--- src/rtl/pcm_t1_pkg.sv ---
package pcm_t1_pkg;

    localparam int BYTE_W    = 8;
    localparam int BIT_W     = $clog2(BYTE_W);
    localparam int POS_W     = 8;
    localparam int CH_W      = 5;
    localparam int N_CH      = 24;
    localparam int T1_BITS   = 193;
    localparam int WIDE_BITS = 256;
    localparam logic [CH_W-1:0] LAST_CH = CH_W'(N_CH - 1);

    typedef enum logic [0:0] {
        ST_HUNT = 1'b0,
        ST_RUN  = 1'b1
    } link_st_e;

    typedef struct packed {
        logic             used;
        logic [CH_W-1:0]  ch;
        logic [BIT_W-1:0] bitn;
    } slot_info_t;

    function automatic logic [POS_W-1:0] frame_last(input logic wide);
        return wide ? POS_W'(WIDE_BITS - 1) : POS_W'(T1_BITS - 1);
    endfunction

    // Translate a frame bit position into channel, bit index and usage.
    function automatic slot_info_t map_pos(input logic wide, input logic spaced,
                                           input logic [POS_W-1:0] pos);
        slot_info_t      r;
        logic [POS_W-1:0] q;
        logic [CH_W-1:0]  s;
        r = '0;
        q = pos - POS_W'(1);
        s = pos[POS_W-1:BIT_W];
        if (!wide) begin
            r.used = (pos != '0);
            r.ch   = q[POS_W-1:BIT_W];
            r.bitn = q[BIT_W-1:0];
        end else begin
            r.bitn = pos[BIT_W-1:0];
            if (spaced) begin
                r.used = (s[1:0] != 2'b00);
                r.ch   = s - CH_W'(s[CH_W-1:2]) - CH_W'(1);
            end else begin
                r.used = (s != '0) && (s <= CH_W'(N_CH));
                r.ch   = s - CH_W'(1);
            end
        end
        return r;
    endfunction

endpackage

--- src/rtl/pcm_edge_pick.sv ---
module pcm_edge_pick (
    input  logic clk,
    input  logic rst_n,
    input  logic sclk,
    input  logic sync,
    input  logic fall_sel,
    input  logic sync_inv,
    output logic strobe,
    output logic sync_act
);
    logic sclk_q;
    logic sclk_q2;
    logic sync_q;

    always_ff @(posedge clk or negedge rst_n) begin
        if (!rst_n) begin
            sclk_q  <= 1'b0;
            sclk_q2 <= 1'b0;
            sync_q  <= 1'b0;
        end else begin
            sclk_q  <= sclk;
            sclk_q2 <= sclk_q;
            sync_q  <= sync;
        end
    end

    always_comb begin
        strobe   = fall_sel ? (!sclk_q && sclk_q2) : (sclk_q && !sclk_q2);
        sync_act = sync_q ^ sync_inv;
    end


    strobe_pulse_chk: assert property (@(posedge clk) disable iff (!rst_n)
        strobe |=> !strobe);

endmodule

--- src/rtl/pcm_frame_ctr.sv ---
module pcm_frame_ctr
    import pcm_t1_pkg::*;
(
    input  logic             clk,
    input  logic             rst_n,
    input  logic             strobe,
    input  logic             sync_act,
    input  logic             wide,
    output logic [POS_W-1:0] cur_pos,
    output logic             active,
    output logic             misalign
);
    link_st_e         st_q;
    link_st_e         st_d;
    logic [POS_W-1:0] pos_q;
    logic [POS_W-1:0] wrap_nxt;

    always_comb begin
        st_d = st_q;
        unique case (st_q)
            ST_HUNT: if (strobe && sync_act) st_d = ST_RUN;
            ST_RUN:  st_d = ST_RUN;
        endcase
    end

    always_comb begin
        wrap_nxt = (pos_q >= frame_last(wide)) ? '0 : pos_q + POS_W'(1);
        cur_pos  = sync_act ? '0 : wrap_nxt;
        active   = strobe && ((st_q == ST_RUN) || sync_act);
    end

    always_ff @(posedge clk or negedge rst_n) begin
        if (!rst_n) st_q <= ST_HUNT;
        else        st_q <= st_d;
    end

    always_ff @(posedge clk or negedge rst_n) begin
        if (!rst_n) begin
            pos_q    <= '0;
            misalign <= 1'b0;
        end else begin
            if (active) pos_q <= cur_pos;
            misalign <= strobe && sync_act && (st_q == ST_RUN) && (wrap_nxt != '0);
        end
    end


    misalign_pulse_chk: assert property (@(posedge clk) disable iff (!rst_n)
        misalign |=> !misalign);


    run_sticky_chk: assert property (@(posedge clk) disable iff (!rst_n)
        (st_q == ST_RUN) |=> (st_q == ST_RUN));

endmodule

--- src/rtl/pcm_rx_path.sv ---
module pcm_rx_path
    import pcm_t1_pkg::*;
(
    input  logic              clk,
    input  logic              rst_n,
    input  logic              active,
    input  logic [POS_W-1:0]  cur_pos,
    input  logic              wide,
    input  logic              spaced,
    input  logic              sdata,
    output logic              rx_valid,
    output logic [CH_W-1:0]   rx_ch,
    output logic [BYTE_W-1:0] rx_byte
);
    slot_info_t        info;
    logic              sdata_q;
    logic [BYTE_W-2:0] sh;

    always_comb info = map_pos(wide, spaced, cur_pos);

    always_ff @(posedge clk or negedge rst_n) begin
        if (!rst_n) begin
            sdata_q  <= 1'b0;
            sh       <= '0;
            rx_valid <= 1'b0;
            rx_ch    <= '0;
            rx_byte  <= '0;
        end else begin
            sdata_q  <= sdata;
            rx_valid <= 1'b0;
            if (active && info.used) begin
                if (info.bitn == BIT_W'(BYTE_W - 1)) begin
                    rx_valid <= 1'b1;
                    rx_byte  <= {sh, sdata_q};
                    rx_ch    <= info.ch;
                end else begin
                    sh <= {sh[BYTE_W-3:0], sdata_q};
                end
            end
        end
    end


    rx_valid_pulse_chk: assert property (@(posedge clk) disable iff (!rst_n)
        rx_valid |=> !rx_valid);


    rx_ch_range_chk: assert property (@(posedge clk) disable iff (!rst_n)
        rx_valid |-> (rx_ch <= LAST_CH));

endmodule

--- src/rtl/pcm_tx_path.sv ---
module pcm_tx_path
    import pcm_t1_pkg::*;
(
    input  logic              clk,
    input  logic              rst_n,
    input  logic              active,
    input  logic [POS_W-1:0]  cur_pos,
    input  logic              wide,
    input  logic              spaced,
    input  logic [BYTE_W-1:0] tx_byte,
    output logic              tx_sdata,
    output logic              tx_req,
    output logic [CH_W-1:0]   tx_req_ch
);
    slot_info_t        info_c;
    slot_info_t        info_n;
    logic [POS_W-1:0]  nxt_pos;
    logic [BYTE_W-1:0] hold;

    always_comb begin
        nxt_pos = (cur_pos >= frame_last(wide)) ? '0 : cur_pos + POS_W'(1);
        info_c  = map_pos(wide, spaced, cur_pos);
        info_n  = map_pos(wide, spaced, nxt_pos);
    end

    always_ff @(posedge clk or negedge rst_n) begin
        if (!rst_n) begin
            tx_sdata  <= 1'b1;
            hold      <= '1;
            tx_req    <= 1'b0;
            tx_req_ch <= '0;
        end else begin
            tx_req <= 1'b0;
            if (active) begin
                tx_req    <= info_n.used && (info_n.bitn == '0);
                tx_req_ch <= info_n.ch;
                if (!info_c.used) begin
                    tx_sdata <= 1'b1;
                end else if (info_c.bitn == '0) begin
                    tx_sdata <= tx_byte[BYTE_W-1];
                    hold     <= {tx_byte[BYTE_W-2:0], 1'b1};
                end else begin
                    tx_sdata <= hold[BYTE_W-1];
                    hold     <= {hold[BYTE_W-2:0], 1'b1};
                end
            end
        end
    end


    tx_req_pulse_chk: assert property (@(posedge clk) disable iff (!rst_n)
        tx_req |=> !tx_req);


    tx_req_range_chk: assert property (@(posedge clk) disable iff (!rst_n)
        tx_req |-> (tx_req_ch <= LAST_CH));

endmodule

--- src/rtl/t1_pcm_link.sv ---
module t1_pcm_link
    import pcm_t1_pkg::*;
(
    input  logic              clk,
    input  logic              rst_n,
    input  logic              mode_wide,
    input  logic              map_spaced,
    input  logic              tx_edge_fall,
    input  logic              rx_edge_fall,
    input  logic              sync_inv,
    input  logic              tx_sclk,
    input  logic              tx_sync,
    input  logic [BYTE_W-1:0] tx_byte,
    output logic              tx_sdata,
    output logic              tx_req,
    output logic [CH_W-1:0]   tx_req_ch,
    output logic              tx_misalign,
    input  logic              rx_sclk,
    input  logic              rx_sync,
    input  logic              rx_sdata,
    output logic              rx_valid,
    output logic [CH_W-1:0]   rx_ch,
    output logic [BYTE_W-1:0] rx_byte,
    output logic              rx_misalign
);
    logic             tx_stb, tx_sy, tx_act;
    logic             rx_stb, rx_sy, rx_act;
    logic [POS_W-1:0] tx_pos, rx_pos;

    pcm_edge_pick u_tx_edge (
        .clk(clk), .rst_n(rst_n), .sclk(tx_sclk), .sync(tx_sync),
        .fall_sel(tx_edge_fall), .sync_inv(sync_inv),
        .strobe(tx_stb), .sync_act(tx_sy)
    );

    pcm_frame_ctr u_tx_ctr (
        .clk(clk), .rst_n(rst_n), .strobe(tx_stb), .sync_act(tx_sy),
        .wide(mode_wide), .cur_pos(tx_pos), .active(tx_act),
        .misalign(tx_misalign)
    );

    pcm_tx_path u_tx (
        .clk(clk), .rst_n(rst_n), .active(tx_act), .cur_pos(tx_pos),
        .wide(mode_wide), .spaced(map_spaced), .tx_byte(tx_byte),
        .tx_sdata(tx_sdata), .tx_req(tx_req), .tx_req_ch(tx_req_ch)
    );

    pcm_edge_pick u_rx_edge (
        .clk(clk), .rst_n(rst_n), .sclk(rx_sclk), .sync(rx_sync),
        .fall_sel(rx_edge_fall), .sync_inv(sync_inv),
        .strobe(rx_stb), .sync_act(rx_sy)
    );

    pcm_frame_ctr u_rx_ctr (
        .clk(clk), .rst_n(rst_n), .strobe(rx_stb), .sync_act(rx_sy),
        .wide(mode_wide), .cur_pos(rx_pos), .active(rx_act),
        .misalign(rx_misalign)
    );

    pcm_rx_path u_rx (
        .clk(clk), .rst_n(rst_n), .active(rx_act), .cur_pos(rx_pos),
        .wide(mode_wide), .spaced(map_spaced), .sdata(rx_sdata),
        .rx_valid(rx_valid), .rx_ch(rx_ch), .rx_byte(rx_byte)
    );

endmodule

--- config.mk ---
export PLATFORM = sky130hd
export DESIGN_NAME = t1_pcm_link
export DESIGN_NICKNAME = d
export VERILOG_FILES = /design/src/rtl/pcm_t1_pkg.sv /design/src/rtl/pcm_edge_pick.sv /design/src/rtl/pcm_frame_ctr.sv /design/src/rtl/pcm_rx_path.sv /design/src/rtl/pcm_tx_path.sv /design/src/rtl/t1_pcm_link.sv
export SDC_FILE = /design/constraint.sdc
export NUM_CORES = 1
export LEC_CHECK = 0
export BUFFER_PORTS_ARGS = -buffer_cell sky130_fd_sc_hd__buf_2
export CORE_MARGIN = 1
export CORE_UTILIZATION = 35
export DETAILED_ROUTE_END_ITERATION = 7
export GPL_TIMING_DRIVEN = 0
export MAX_ROUTING_LAYER = met4
export SYNTH_ARGS = -nofsm -noshare
export SYNTH_HDL_FRONTEND = slang
export SYNTH_SLANG_ARGS = --single-unit
--- constraint.sdc ---
create_clock -name clk -period 11.4 [get_ports clk]
set_input_delay 0 -clock clk [delete_from_list [all_inputs] [get_ports clk]]
set_output_delay 0 -clock clk [all_outputs]
set_load 0.01 [all_outputs]
==> metrics.md <==
| Metric | Value |
|---|---|
| Max_slew headroom | `0.162` |
| Mapped Cells | `503` |
| Via density | `5.53` |
| First-pass GRT wire length | `19.8 mm` |
| Clock slew at reported path FFs | `0.05 ns` |
| R2r endpoint | `u_tx.tx_req_ch[4]` |
| Final weighted congestion in routability-driven placement | `0.885` |
| Mean post-synth cell area | `approximately 9.5 sq um` |
| Min Clock Period, post-route | `5.60 ns` |
| Row cnt | `42` |
| PortBufs | `41` |
| Hold wc startpoint | `tx_byte[6]` |
| CTS tree | `yes` |
| Unrepaired setup endpoints after global routing | `false` |
| Switching power | `0.264 mW` |
| Via count | `4,111` |
| Routed WL | `11.6 mm` |
| Max Root-Sink Buffers | `2` |
| Max-Cap Viols | `0` |
| GR Util All Layers | `0.181` |
| Routed wl met3 | `518 um` |
| GRT overflow | `0` |
| Reg power frac | `0.348` |
| Power per cell area | `between 150 and 200 nW/um^2` |
| Largest net degree at the start of global routing | `63` |
| Int Power | `0.598 mW` |
| Predominant post-synthesis flop cell | `dfrtp_1` |
| Hold WS | `~0.036 ns` |
| Setup TNS | `0 ns` |
| WL met1 | `between 5 and 6 mm` |
| Die boundary height | `119 um` |
| Critical Path RT | `11.65 ns` |
| Final Skew | `0.00755 ns` |
| CP Launch Type | `flip-flop` |
| Core region area | `about 13,000 sq um` |
| Status | `complete, no violations` |
| Synth async-reset ratio | `1.00` |
| Synth Cell Area | `4760 sq um` |
| Final-stage net count | `618` |
| Worst R2R Path Depth | `23` |
| Final setup viols | `0` |
| EDFF count, synth | `0` |
| Detail Placement HPWL | `8.68 mm` |
| Worst R2R Start | `u_tx_ctr.pos_q[0]` |
| Initial antenna violation count | `0` |
| I/O pin count | `43` |
| Count of antenna diodes in the layout | `0` |
| Clock group share of total power | `0.344` |
| Internal reg-to-reg setup slack | `just under 6 ns` |
| Syn-to-layout area delta | `17.5%` |
| FF+latch count, synth | `62` |
| Sw Ratio | `0.306` |
| Die ar. | `14,100 sq um` |
| CP endpoint kind | `flip-flop` |
| VDD IR max | `77.7 uV` |
| Layout cells sized above 1 | `0.236` |
| Crit Path Class | `reg2reg` |
| Cts bufs inserted | `9` |
| CP max FO | `10` |
| Routed wl met2 | `5.59 mm` |
| Comb power frac | `0.308` |
| Hold EP | `u_tx.hold[7]` |
| Worst-Skew Late Latency | `0.33 ns` |
| CTS Sinks | `62` |
| Drt drc | `0` |
| Net Count, Synth | `around 560` |
| Worst-Margin Slew | `1.26 ns` |
| Hold Violations, Final | `0` |
| Netlist cell types | `85` |
| Static Leakage | `2.46 nW` |
| Starting DRC count in detailed routing | `219` |
| Routed WL per cell | `15.6 um` |
| Drt pass-1 iters | `5` |
| Final period utilization | `0.491` |
| Die Wd | `119 um` |
| FMAX | `about 180 MHz` |
| Worst hold stages | `3` |
| H-Tree Level Count | `3` |
| Final Max Slew Viols | `0` |
| Clk root buf | `clkbuf_16` |
| Top layer in use | `met4` |
| Yosys warning count | `0` |
| Hold Path Class | `in2reg` |
| Register area share after synthesis | `0.328` |
| Crit path arrival time | `roughly 5.9 ns` |
| Initial core utilization | `0.359` |
| DRT antenna net count | `0` |
| Vias in the first global route | `3,988` |
-- power groups by stage --
stage | clock [mW] | sequential [mW] | combinational, mW
floorplan | 0 | 0.307 | 0.183
finish | 0.296 | 0.300 | 0.265
CTS | 0.305 | 0.301 | 0.266
global placement | 0 | 0.302 | 0.255
detailed placement | 0 | 0.305 | 0.261
global route | 0.314 | 0.307 | 0.294
-- routing by layer --
layer,track usage,vias to the layer above
li1,-,2003
met1,0.229,1967
met2,0.283,121
met3,0.0338,20
met4,0.0720,0
met5,-,-
-- cell type report --
type | count | area (sq um)
clock buffers | 12 | 256
inverters | 16 | 60.1
clock inverters | 4 | 70.1
flip-flops and latches | 62 | 1560
fillers | 1342 | 7650
multi-input cells | 406 | 3040
repair buffers | 49 | 288
well taps | 176 | 220
plain buffers | 19 | 95.1
-- cell usage in the layout (no fill, tap or decap), types with 4 or more instances in the layout --
cell type	instances
nand2_1	54
o21ai_0	30
dlygate4sd3_1	8
dfrtp_1	54
o211ai_1	4
inv_1	15
dfstp_2	8
a211o_1	4
nor4_1	4
mux2i_1	6
mux2_4	9
nor2b_1	7
mux2_2	24
nor3_1	10
nand4_1	5
xor2_1	10
xnor2_1	17
nand3b_1	4
clkbuf_16	9
o2111ai_1	4
buf_2	47
a211oi_1	4
and3_1	4
o31ai_1	9
clkbuf_1	10
nand2b_1	7
nand3_1	13
ha_1	34
and2_1	5
a21o_1	9
nor2_1	29
a21oi_1	25
-- worst max-delay path, stage by stage (launching register included) --
cell and delay [ns]:
dfrtp_1 0.38, clkbuf_1 0.33, inv_1 0.16, ha_1 0.29
or3b_1 0.39, o2111ai_2 0.13, a41o_1 0.33, nand3_1 0.32
ha_1 0.42, nand2b_1 0.18, a211o_1 0.29, a311o_1 0.32
o22ai_2 0.28, or2_1 0.15, buf_2 0.22, nand2_1 0.14
inv_1 0.11, ha_1 0.20, ha_1 0.23, a21oi_1 0.08
nor2_1 0.10, a41oi_1 0.07, a31o_1 0.25, a31oi_1 0.14
-- worst max-delay path by stage --
stage / slack [ns] / to / start / cells past startpoint
2_1_floorplan: 6.63 / u_tx.tx_req_ch[4] / u_tx_ctr.pos_q[0] / 20
3_3_place_gp: 5.66 / u_tx.tx_req_ch[4] / mode_wide / 24
3_5_place_dp: 5.53 / u_tx.tx_req_ch[4] / mode_wide / 24
4_1_cts: 5.85 / u_tx.tx_req_ch[4] / u_tx_ctr.pos_q[0] / 23
5_1_grt: 5.37 / u_tx.tx_req_ch[4] / mode_wide / 24
6_report: 5.80 / u_tx.tx_req_ch[4] / u_tx_ctr.pos_q[0] / 23
-- flip-flops by register name, summed over array words and instances, names as in the netlist, 5 cells and up --
register and flops:
u_rx.rx_byte 8, u_rx_ctr.pos_q 8, u_tx_ctr.pos_q 8, u_rx.sh 7
u_tx.hold 7, u_rx.rx_ch 5, u_tx.tx_req_ch 5
-- stage by stage --
stage               std cells  worst slack, ns  cell area, sq um  power (mW)   util
floorplan                 503             6.63              4760       0.490      -
global placement          720             5.66              5180       0.557  0.392
detailed placement        720             5.53              5190       0.566  0.392
CTS                       744             5.85              5590       0.871  0.422
global route              744             5.37              5590       0.915  0.422
finish                    744             5.80              5590       0.861  0.422
-- Yosys cell counts, drive strengths merged (6+ instances only) --
cell | number | area (sq um)
dfstp | 8 | 210
xnor2 | 19 | 181
o31ai | 9 | 67.6
buf | 10 | 61.3
a21o | 9 | 67.6
nand2 | 55 | 209
nand3 | 15 | 85.1
nor2 | 31 | 126
ha | 34 | 425
xor2 | 11 | 104
nor3 | 10 | 50.1
nand2b | 8 | 57.6
and2 | 6 | 40.0
inv | 15 | 56.3
dfrtp | 54 | 1350
o21ai | 33 | 169
clkbuf | 9 | 33.8
mux2i | 6 | 60.1
nor2b | 7 | 43.8
a21oi | 28 | 159
mux2 | 33 | 405
-- cell families (layout without fill, tap and decap cells) --
family,after synthesis,after routing,share of synthesized area
AO/OA/AOI/OAI,135,135,0.204
adder cells (fa/ha/maj),35,35,0.0936
flip-flops,62,62,0.328
AND/OR/NAND/NOR,167,167,0.184
multiplexers,39,39,0.0978
buffers and inverters,35,100,0.0326
XOR/XNOR,30,30,0.0599
-- timing repair --
item,4_1_cts,5_1_grt
setup buffers,0,0
endpoints found under the hold margin,61,0
gates resized for setup,0,0
hold buffers,8,0
No activity file was read; power rests on OpenSTA's default activity.
